==> src/rtl/osk_pkg.sv <==
package osk_pkg;
    typedef enum logic [1:0] {
        SRC_FULL   = 2'd0,
        SRC_MANUAL = 2'd1,
        SRC_RAMP   = 2'd2
    } scale_src_e;
endpackage

==> src/rtl/osk_shadow.sv <==
module osk_shadow #(
    parameter int unsigned CFG_W  = 16,
    parameter int unsigned RATE_W = 8
) (
    input  logic              clk,
    input  logic              rst_n,
    input  logic              upd_i,
    input  logic [CFG_W-1:0]  scale_i,
    input  logic [RATE_W-1:0] rate_i,
    output logic [CFG_W-1:0]  scale_o,
    output logic [RATE_W-1:0] rate_o
);
    typedef struct packed {
        logic [CFG_W-1:0]  scale;
        logic [RATE_W-1:0] rate;
    } shadow_t;

    shadow_t st_d, st_q;

    always_comb begin
        st_d = st_q;
        if (upd_i) begin
            st_d.scale = scale_i;
            st_d.rate  = rate_i;
        end
    end

    always_ff @(posedge clk or negedge rst_n) begin
        if (!rst_n) st_q <= '0;
        else        st_q <= st_d;
    end

    assign scale_o = st_q.scale;
    assign rate_o  = st_q.rate;
endmodule

==> src/rtl/osk_rate_div.sv <==
module osk_rate_div #(
    parameter int unsigned RATE_W = 8
) (
    input  logic              clk,
    input  logic              rst_n,
    input  logic              run_i,
    input  logic [RATE_W-1:0] rate_i,
    output logic              tick_o
);
    typedef struct packed {
        logic [RATE_W-1:0] cnt;
    } div_t;

    div_t st_d, st_q;
    logic wrap;

    always_comb begin
        st_d = st_q;
        wrap = st_q.cnt >= rate_i;
        if (!run_i)    st_d.cnt = '0;
        else if (wrap) st_d.cnt = '0;
        else           st_d.cnt = st_q.cnt + 1'b1;
    end

    always_ff @(posedge clk or negedge rst_n) begin
        if (!rst_n) st_q <= '0;
        else        st_q <= st_d;
    end

    assign tick_o = run_i && wrap;
endmodule

==> src/rtl/osk_ramp_ctr.sv <==
module osk_ramp_ctr #(
    parameter int unsigned AMP_W = 14,
    parameter int unsigned SEL_W = 2
) (
    input  logic             clk,
    input  logic             rst_n,
    input  logic             run_i,
    input  logic             tick_i,
    input  logic             key_i,
    input  logic [AMP_W-1:0] ceil_i,
    input  logic [SEL_W-1:0] code_i,
    output logic [AMP_W-1:0] level_o
);
    localparam int unsigned SUM_W = AMP_W + 1;

    typedef struct packed {
        logic [AMP_W-1:0] level;
    } ramp_t;

    ramp_t st_d, st_q;
    logic [SUM_W-1:0] step;
    logic [SUM_W-1:0] sum_up;

    always_comb begin
        st_d   = st_q;
        step   = SUM_W'(1) << code_i;
        sum_up = {1'b0, st_q.level} + step;
        if (!run_i) begin
            st_d.level = '0;
        end else if (tick_i) begin
            if (key_i) begin
                if (sum_up >= {1'b0, ceil_i}) st_d.level = ceil_i;
                else                          st_d.level = sum_up[AMP_W-1:0];
            end else begin
                if ({1'b0, st_q.level} <= step) st_d.level = '0;
                else st_d.level = st_q.level - step[AMP_W-1:0];
            end
        end
    end

    always_ff @(posedge clk or negedge rst_n) begin
        if (!rst_n) st_q <= '0;
        else        st_q <= st_d;
    end

    assign level_o = st_q.level;
endmodule

==> src/rtl/osk_ramp_top.sv <==
module osk_ramp_top #(
    parameter int unsigned AMP_W  = 14,
    parameter int unsigned SEL_W  = 2,
    parameter int unsigned RATE_W = 8
) (
    input  logic                   clk,
    input  logic                   rst_n,
    input  logic                   upd_i,
    input  logic [AMP_W+SEL_W-1:0] cfg_scale_i,
    input  logic [RATE_W-1:0]      cfg_rate_i,
    input  logic                   osk_en_i,
    input  logic                   osk_auto_i,
    input  logic                   key_i,
    output logic [AMP_W-1:0]       scale_o
);
    import osk_pkg::*;
    localparam int unsigned CFG_W = AMP_W + SEL_W;

    logic [CFG_W-1:0]  asf_q;
    logic [RATE_W-1:0] arr_q;
    logic              act;
    logic              tick;
    logic [AMP_W-1:0]  ctr;
    scale_src_e        src;

    assign act = osk_en_i && osk_auto_i;

    osk_shadow #(.CFG_W(CFG_W), .RATE_W(RATE_W)) u_shadow (
        .clk(clk), .rst_n(rst_n), .upd_i(upd_i),
        .scale_i(cfg_scale_i), .rate_i(cfg_rate_i),
        .scale_o(asf_q), .rate_o(arr_q)
    );

    osk_rate_div #(.RATE_W(RATE_W)) u_div (
        .clk(clk), .rst_n(rst_n), .run_i(act),
        .rate_i(arr_q), .tick_o(tick)
    );

    osk_ramp_ctr #(.AMP_W(AMP_W), .SEL_W(SEL_W)) u_ramp (
        .clk(clk), .rst_n(rst_n), .run_i(act), .tick_i(tick),
        .key_i(key_i), .ceil_i(asf_q[AMP_W-1:0]),
        .code_i(asf_q[CFG_W-1:AMP_W]), .level_o(ctr)
    );

    always_comb begin
        if (!osk_en_i)        src = SRC_FULL;
        else if (!osk_auto_i) src = SRC_MANUAL;
        else                  src = SRC_RAMP;
        case (src)
            SRC_MANUAL: scale_o = asf_q[AMP_W-1:0];
            SRC_RAMP:   scale_o = ctr;
            default:    scale_o = '1;
        endcase
    end
endmodule

==> config.mk <==
export PLATFORM = sky130hd
export DESIGN_NAME = osk_ramp_top
export DESIGN_NICKNAME = d
export VERILOG_FILES = /design/src/rtl/osk_pkg.sv /design/src/rtl/osk_shadow.sv /design/src/rtl/osk_rate_div.sv /design/src/rtl/osk_ramp_ctr.sv /design/src/rtl/osk_ramp_top.sv
export SDC_FILE = /design/constraint.sdc
export NUM_CORES = 1
export LEC_CHECK = 0
export CORE_ASPECT_RATIO = 0.6
export CORE_UTILIZATION = 47
export DETAILED_ROUTE_END_ITERATION = 7
export PLACE_DENSITY = 0.69
export SLEW_MARGIN = 20
export SYNTH_ARGS = -nofsm -noshare
export SYNTH_HDL_FRONTEND = slang
export SYNTH_HIERARCHICAL = 1
export SYNTH_SLANG_ARGS = --single-unit
==> constraint.sdc <==
create_clock -name clk -period 7 [get_ports clk]
set_clock_uncertainty 0.05 [all_clocks]
set_input_delay 2.1 -clock clk [delete_from_list [all_inputs] [get_ports clk]]
set_output_delay 2.1 -clock clk [all_outputs]
set_load 0.05 [all_outputs]
# [Yosys cells after proc, flatten, opt, wreduce, memory -nomap -nowiden]
# Index checks and enable logic that the tools add are counted.
[word_totals] out_inout_bits=14 reg_bits=46 in_bits=30 word_cells=26
[op_classes] n_reduce_logical=2 n_lt_le_gt_ge=3 mux=10 add_sub_neg=3 eq_ne=3 shifts=1
[op_table] operator="2-to-1 mux 14 bit" count=5
[op_table] operator="case mux 14 bit (2 select lines)" count=1
[op_table] operator="2-to-1 mux 8 bit" count=2
[op_table] operator="adder 14 x 15 -> 15 bit" count=1
[op_table] operator="greater-or-equal comparator 15 x 14 -> 1 bit" count=1
[op_table] operator="less-or-equal comparator 14 x 15 -> 1 bit" count=1
[op_table] operator="left shift 1 x 2 -> 15 bit (first input constant)" count=1
[op_table] operator="subtractor 14 bit" count=1
[op_table] operator="adder 8 x 1 -> 8 bit (second input constant)" count=1
[op_table] operator="greater-or-equal comparator 8 bit" count=1
[op_table] operator="2-to-1 mux 2 bit" count=2
[op_table] operator="== test 2 x 1 -> 1 bit (second input constant)" count=1
[op_table] operator="== test 2 bit (second input constant)" count=1
[op_table] operator="logical AND 1 bit" count=2
[op_table] operator="!= test 2 bit (second input constant)" count=1

# [Logic depth before layout (Yosys ltp)]
[logic_depth] depth_word=7 depth_mapped=17 depth_no_buf=15

# [Modules after synthesis]
# Netlist, hierarchy kept.
[modules_own_cells] module="osk_ramp_ctr" seq_area_each_um2=350.3 instances=1 cells_per_inst=257 area_per_inst_um2=1976.9
[modules_own_cells] module="osk_shadow" seq_area_each_um2=600.6 instances=1 cells_per_inst=51 area_per_inst_um2=997.2
[modules_own_cells] module="osk_rate_div" seq_area_each_um2=200.2 instances=1 cells_per_inst=58 area_per_inst_um2=571.8
[modules_own_cells] module="osk_ramp_top" seq_area_each_um2=0.0 instances=1 cells_per_inst=32 area_per_inst_um2=236.5

# [Least setup slack after synthesis]
# Ideal clock, no wire load.
[synth_timing] path_kind="in2out" start="input port osk_auto_i" end="output port scale_o[5]" path_buffers=2 arrival_time_ns=2.817 setup_slack_ns=2.033 stages=4 required_ns=4.850 cell_sequence="buf_6 -> buf_12 -> mux2i_1 -> nand2_1"
[synth_via] elab_chain_cells=4 elab_cells_between_ends=5 cone_classes="eq/ne: 2; mux: 3"
[synth_lines] element="start, declared" line="osk_ramp_top.sv:12" source="input logic osk_auto_i,"
[synth_lines] element="2-to-1 mux 2 bit (*)" line="osk_ramp_top.sv:47" source="else if (!osk_auto_i) src = SRC_MANUAL;"
[synth_lines] element="2-to-1 mux 2 bit (*)" line="osk_ramp_top.sv:46" source="if (!osk_en_i) src = SRC_FULL;"
[synth_lines] element="== test 2 bit / == test 2 x 1 -> 1 bit (equally long branches)" line="osk_ramp_top.sv:49" source="case (src)"
[synth_lines] element="case mux 14 bit (2 select lines) (*)" line="osk_ramp_top.sv:49"
[synth_lines] element="end, declared" line="osk_ramp_top.sv:14" source="output logic [AMP_W-1:0] scale_o"
# Every way passes the cells marked *; elsewhere a longest branch is shown, timed or not.

# [Worst setup path in the final report]
[layout_timing] start="input port osk_auto_i" end="output port scale_o[3]"
# The elaborated chain is that of the path after synthesis.

==> out/results.ini <==
[floorplanning]
die-area_um2 = 8420
die_height_um = 71.5
io_pins = 44
chipWidth_um = 118
coreArea_um2 = 7510
rows = 24
start_util = 0.504

[logic_synthesis]
synth_area_um2 = 3780
yosys_warnings = 6
synthFlopType = dfrtp_1
yosys-top-cells-area = dfrtp_1, ha_1, mux2_4, mux2i_1, inv_1
synth.most_common_cell = dfrtp_1
yosysSeqAreaShare = 0.304
avgSynthCellArea_um2 = 9.50
async_flop_share = 1.00
synth_top_area_share = 0.304
synth-edff-count = 0
synth_cell_types = 58
yosys.area.top_type = dfrtp_1
synth_seq_cells = 46
syn-num-nets = 462
netlist_instances = 398
synth_top_cells_by_count = dfrtp_1, inv_1, ha_1, nand2_1, mux2i_1

[setup_path]
worstSetupStartpoint = osk_auto_i
crit_chain = clkdlybuf4s50_1 -> buf_4 -> mux2i_1 -> nand2_1 -> clkdlybuf4s50_1
r2r_start = u_shadow/scale_o[15]
crit_path_start_kind = input pin
ff2ff_setup_slack_ps = 2440
worstPathArrival_ps = 3910
crit_path_max_fanout = 15
required_ps = 4850
cp_slowest_stage_delay_ps = 740
worstSetupEndpoint = scale_o[3]
crit_slowest_cell = clkdlybuf4s50_1
end_kind = primary output
reg2regPathDepth = 15
cpMostUsedCell = clkdlybuf4s50_1
r2r_end = u_ramp/level_o[5]
path_class = input pin to primary output

[pwr]
clockPowerShare = 0.366
peakVddDrop_mv = 0.0947
cellInternalPower_w = 0.000529
swShare = 0.299
power.density_nw_per_um2 = 173
p_leak_nw = 2.08
pwr-share-seq = 0.393
combPwrFrac = 0.241
p_switching_w = 0.000226

[sta]
period_minus_slack_ps = 6060
clock.fmax_mhz = 165
setup_viol = 0
rsz0062_at_grt = no
max_slew.worst_pin.slew_ps = 746
fin_setup_tns_ps = 0
timing.final.crit_share = 0.866
fin_ws_ps = 936
maxSlewHeadroom = 0.503
drv_slew = 0
hold_viol = 0

[placed_design]
hpwlAfterDp_mm = 7.13
dp_slack_ps = 964
port_buffers = 43
dpl_cell_area_um2 = 4200
place.gp.congestion = 0.905

[drt]
drt_first_pass_iters = 5
ant_nets = 0
wirelength_mm = 9.66
vias = 3124
drc = 0
wire_per_inst_um = 18.0
via_per_inst = 5.81
drtIter0Drc = 339

[final_layout]
stdcell_area_um2 = 4370
area_growth_pct = 15.5
fill_cells = 668
drive_above_1_share = 0.0991
antenna_cells = 0
finalNetCount = 497

[grt]
grt_max_degree = 47
grt_usage = 0.243
grt_overflow = 0
grt_antenna_before_repair = 0
grt_pass1_vias = 2938
grt_pass1_wl_mm = 15.9

[clock_network]
postCtsSetupBuffers = 0
htreeDepth = 2
worstSkewPairLatency_ps = 290
ctsHoldBuffers = 0
cts_tree = yes
cts_sinks = 46
clkTransAtPathRegs_ps = 60
cts-resized-gates = 0
max-clock-path-buffers = 2
numCtsBuffers = 5
clock-root-buffer = clkbuf_16

[worst_hold_path]
hold_path_depth = 1
min_path_type = flop to flop

[status]
status = completed

[flow_run]
drv_cap = 0

## logic make-up (layout without fill, tap and decap cells)
group | after synthesis | in the layout | share of synthesized area
AND/OR/NAND/NOR | 117 | 117 | 0.153
AO/OA/AOI/OAI | 76 | 76 | 0.141
buffers and inverters | 55 | 91 | 0.0791
multiplexers | 51 | 51 | 0.163
flip-flops | 46 | 46 | 0.304
adder cells (fa/ha/maj) | 34 | 34 | 0.116
XOR/XNOR | 19 | 19 | 0.0440
## placed cells by master (no fill, tap or decap), types with 2 or more instances in the layout
cell	count
o21ai_0	19
buf_4	4
nor2b_1	2
ha_1	32
and3_1	5
mux2_4	20
mux2i_1	27
dfrtp_1	46
mux2_2	4
inv_1	36
nand3_1	18
nor4_1	4
o31ai_1	3
xnor2_1	12
nand2b_1	5
clkbuf_16	5
nand2_1	32
a22oi_1	3
nor2_1	25
xor2_1	7
fa_1	2
nand4_1	3
o211ai_1	4
o22a_1	2
nor3_1	8
or3_1	3
a31oi_1	5
o22ai_1	5
a211oi_1	2
a21oi_1	18
nand3b_1	3
clkdlybuf4s50_1	42
## state kept, by name, indices dropped and copies added (netlist names)
signal	cells
u_shadow/scale_o	16
u_shadow/rate_o	8
u_div/st_q	8
u_ramp/level_o	14
## worst max-delay path: cells and delay by family
family	cells	cell delay, ps
and+or+nand+nor	1	80
muxes	1	240
buffers and inverters	3	1490
## layer usage
layer | GRT usage | wire length [µm] | part of all wire | up-vias
li1 | - | - | - | 1479
met1 | 0.380 | 4960 | 0.51 | 1480
met2 | 0.347 | 3920 | 0.41 | 156
met3 | 0.0446 | 726 | 0.075 | 9
met4 | 0.0456 | 66 | 0.0068 | 0
met5 | 0 | 0 | 0 | -
## metrics by stage
stage	total power, W	utilization	hold WS [ps]	instances
2_1_floorplan	0.000422	-	395	398
3_5_place_dp	0.000480	0.560	441	530
3_3_place_gp	0.000476	0.560	432	530
4_1_cts	0.000756	0.582	450	538
6_report	0.000755	0.582	449	538
5_1_grt	0.000788	0.582	459	538
## power groups by stage
stage,clock [W],sequential [W],combinational (W)
finish,0.000277,0.000296,0.000182
global route,0.000293,0.000299,0.000197
CTS,0.000279,0.000297,0.000180
detailed placement,0,0.000302,0.000178
global placement,0,0.000302,0.000174
floorplan,0,0.000295,0.000127
## final cells by class
cell class                      count  area, µm²  area share
Inverter                           37        139      0.0318
Multi-Input combinational cell    297       2330       0.534
Timing Repair Buffer               46        450       0.103
Sequential cell                    46       1150       0.263
Tap cell                          104        130      0.0298
Clock inverter                      2       37.5     0.00859
Clock buffer                        6        129      0.0295
## worst min-delay path by stage
stage                        startpoint             to
final                     u_div/st_q[0]  u_div/st_q[0]
after global routing      u_div/st_q[0]  u_div/st_q[0]
after CTS                 u_div/st_q[0]  u_div/st_q[0]
after detailed placement  u_div/st_q[0]  u_div/st_q[0]
after global placement    u_div/st_q[0]  u_div/st_q[0]
after floorplan           u_div/st_q[0]  u_div/st_q[0]
Note: power is estimated with default switching activity, not from simulation.
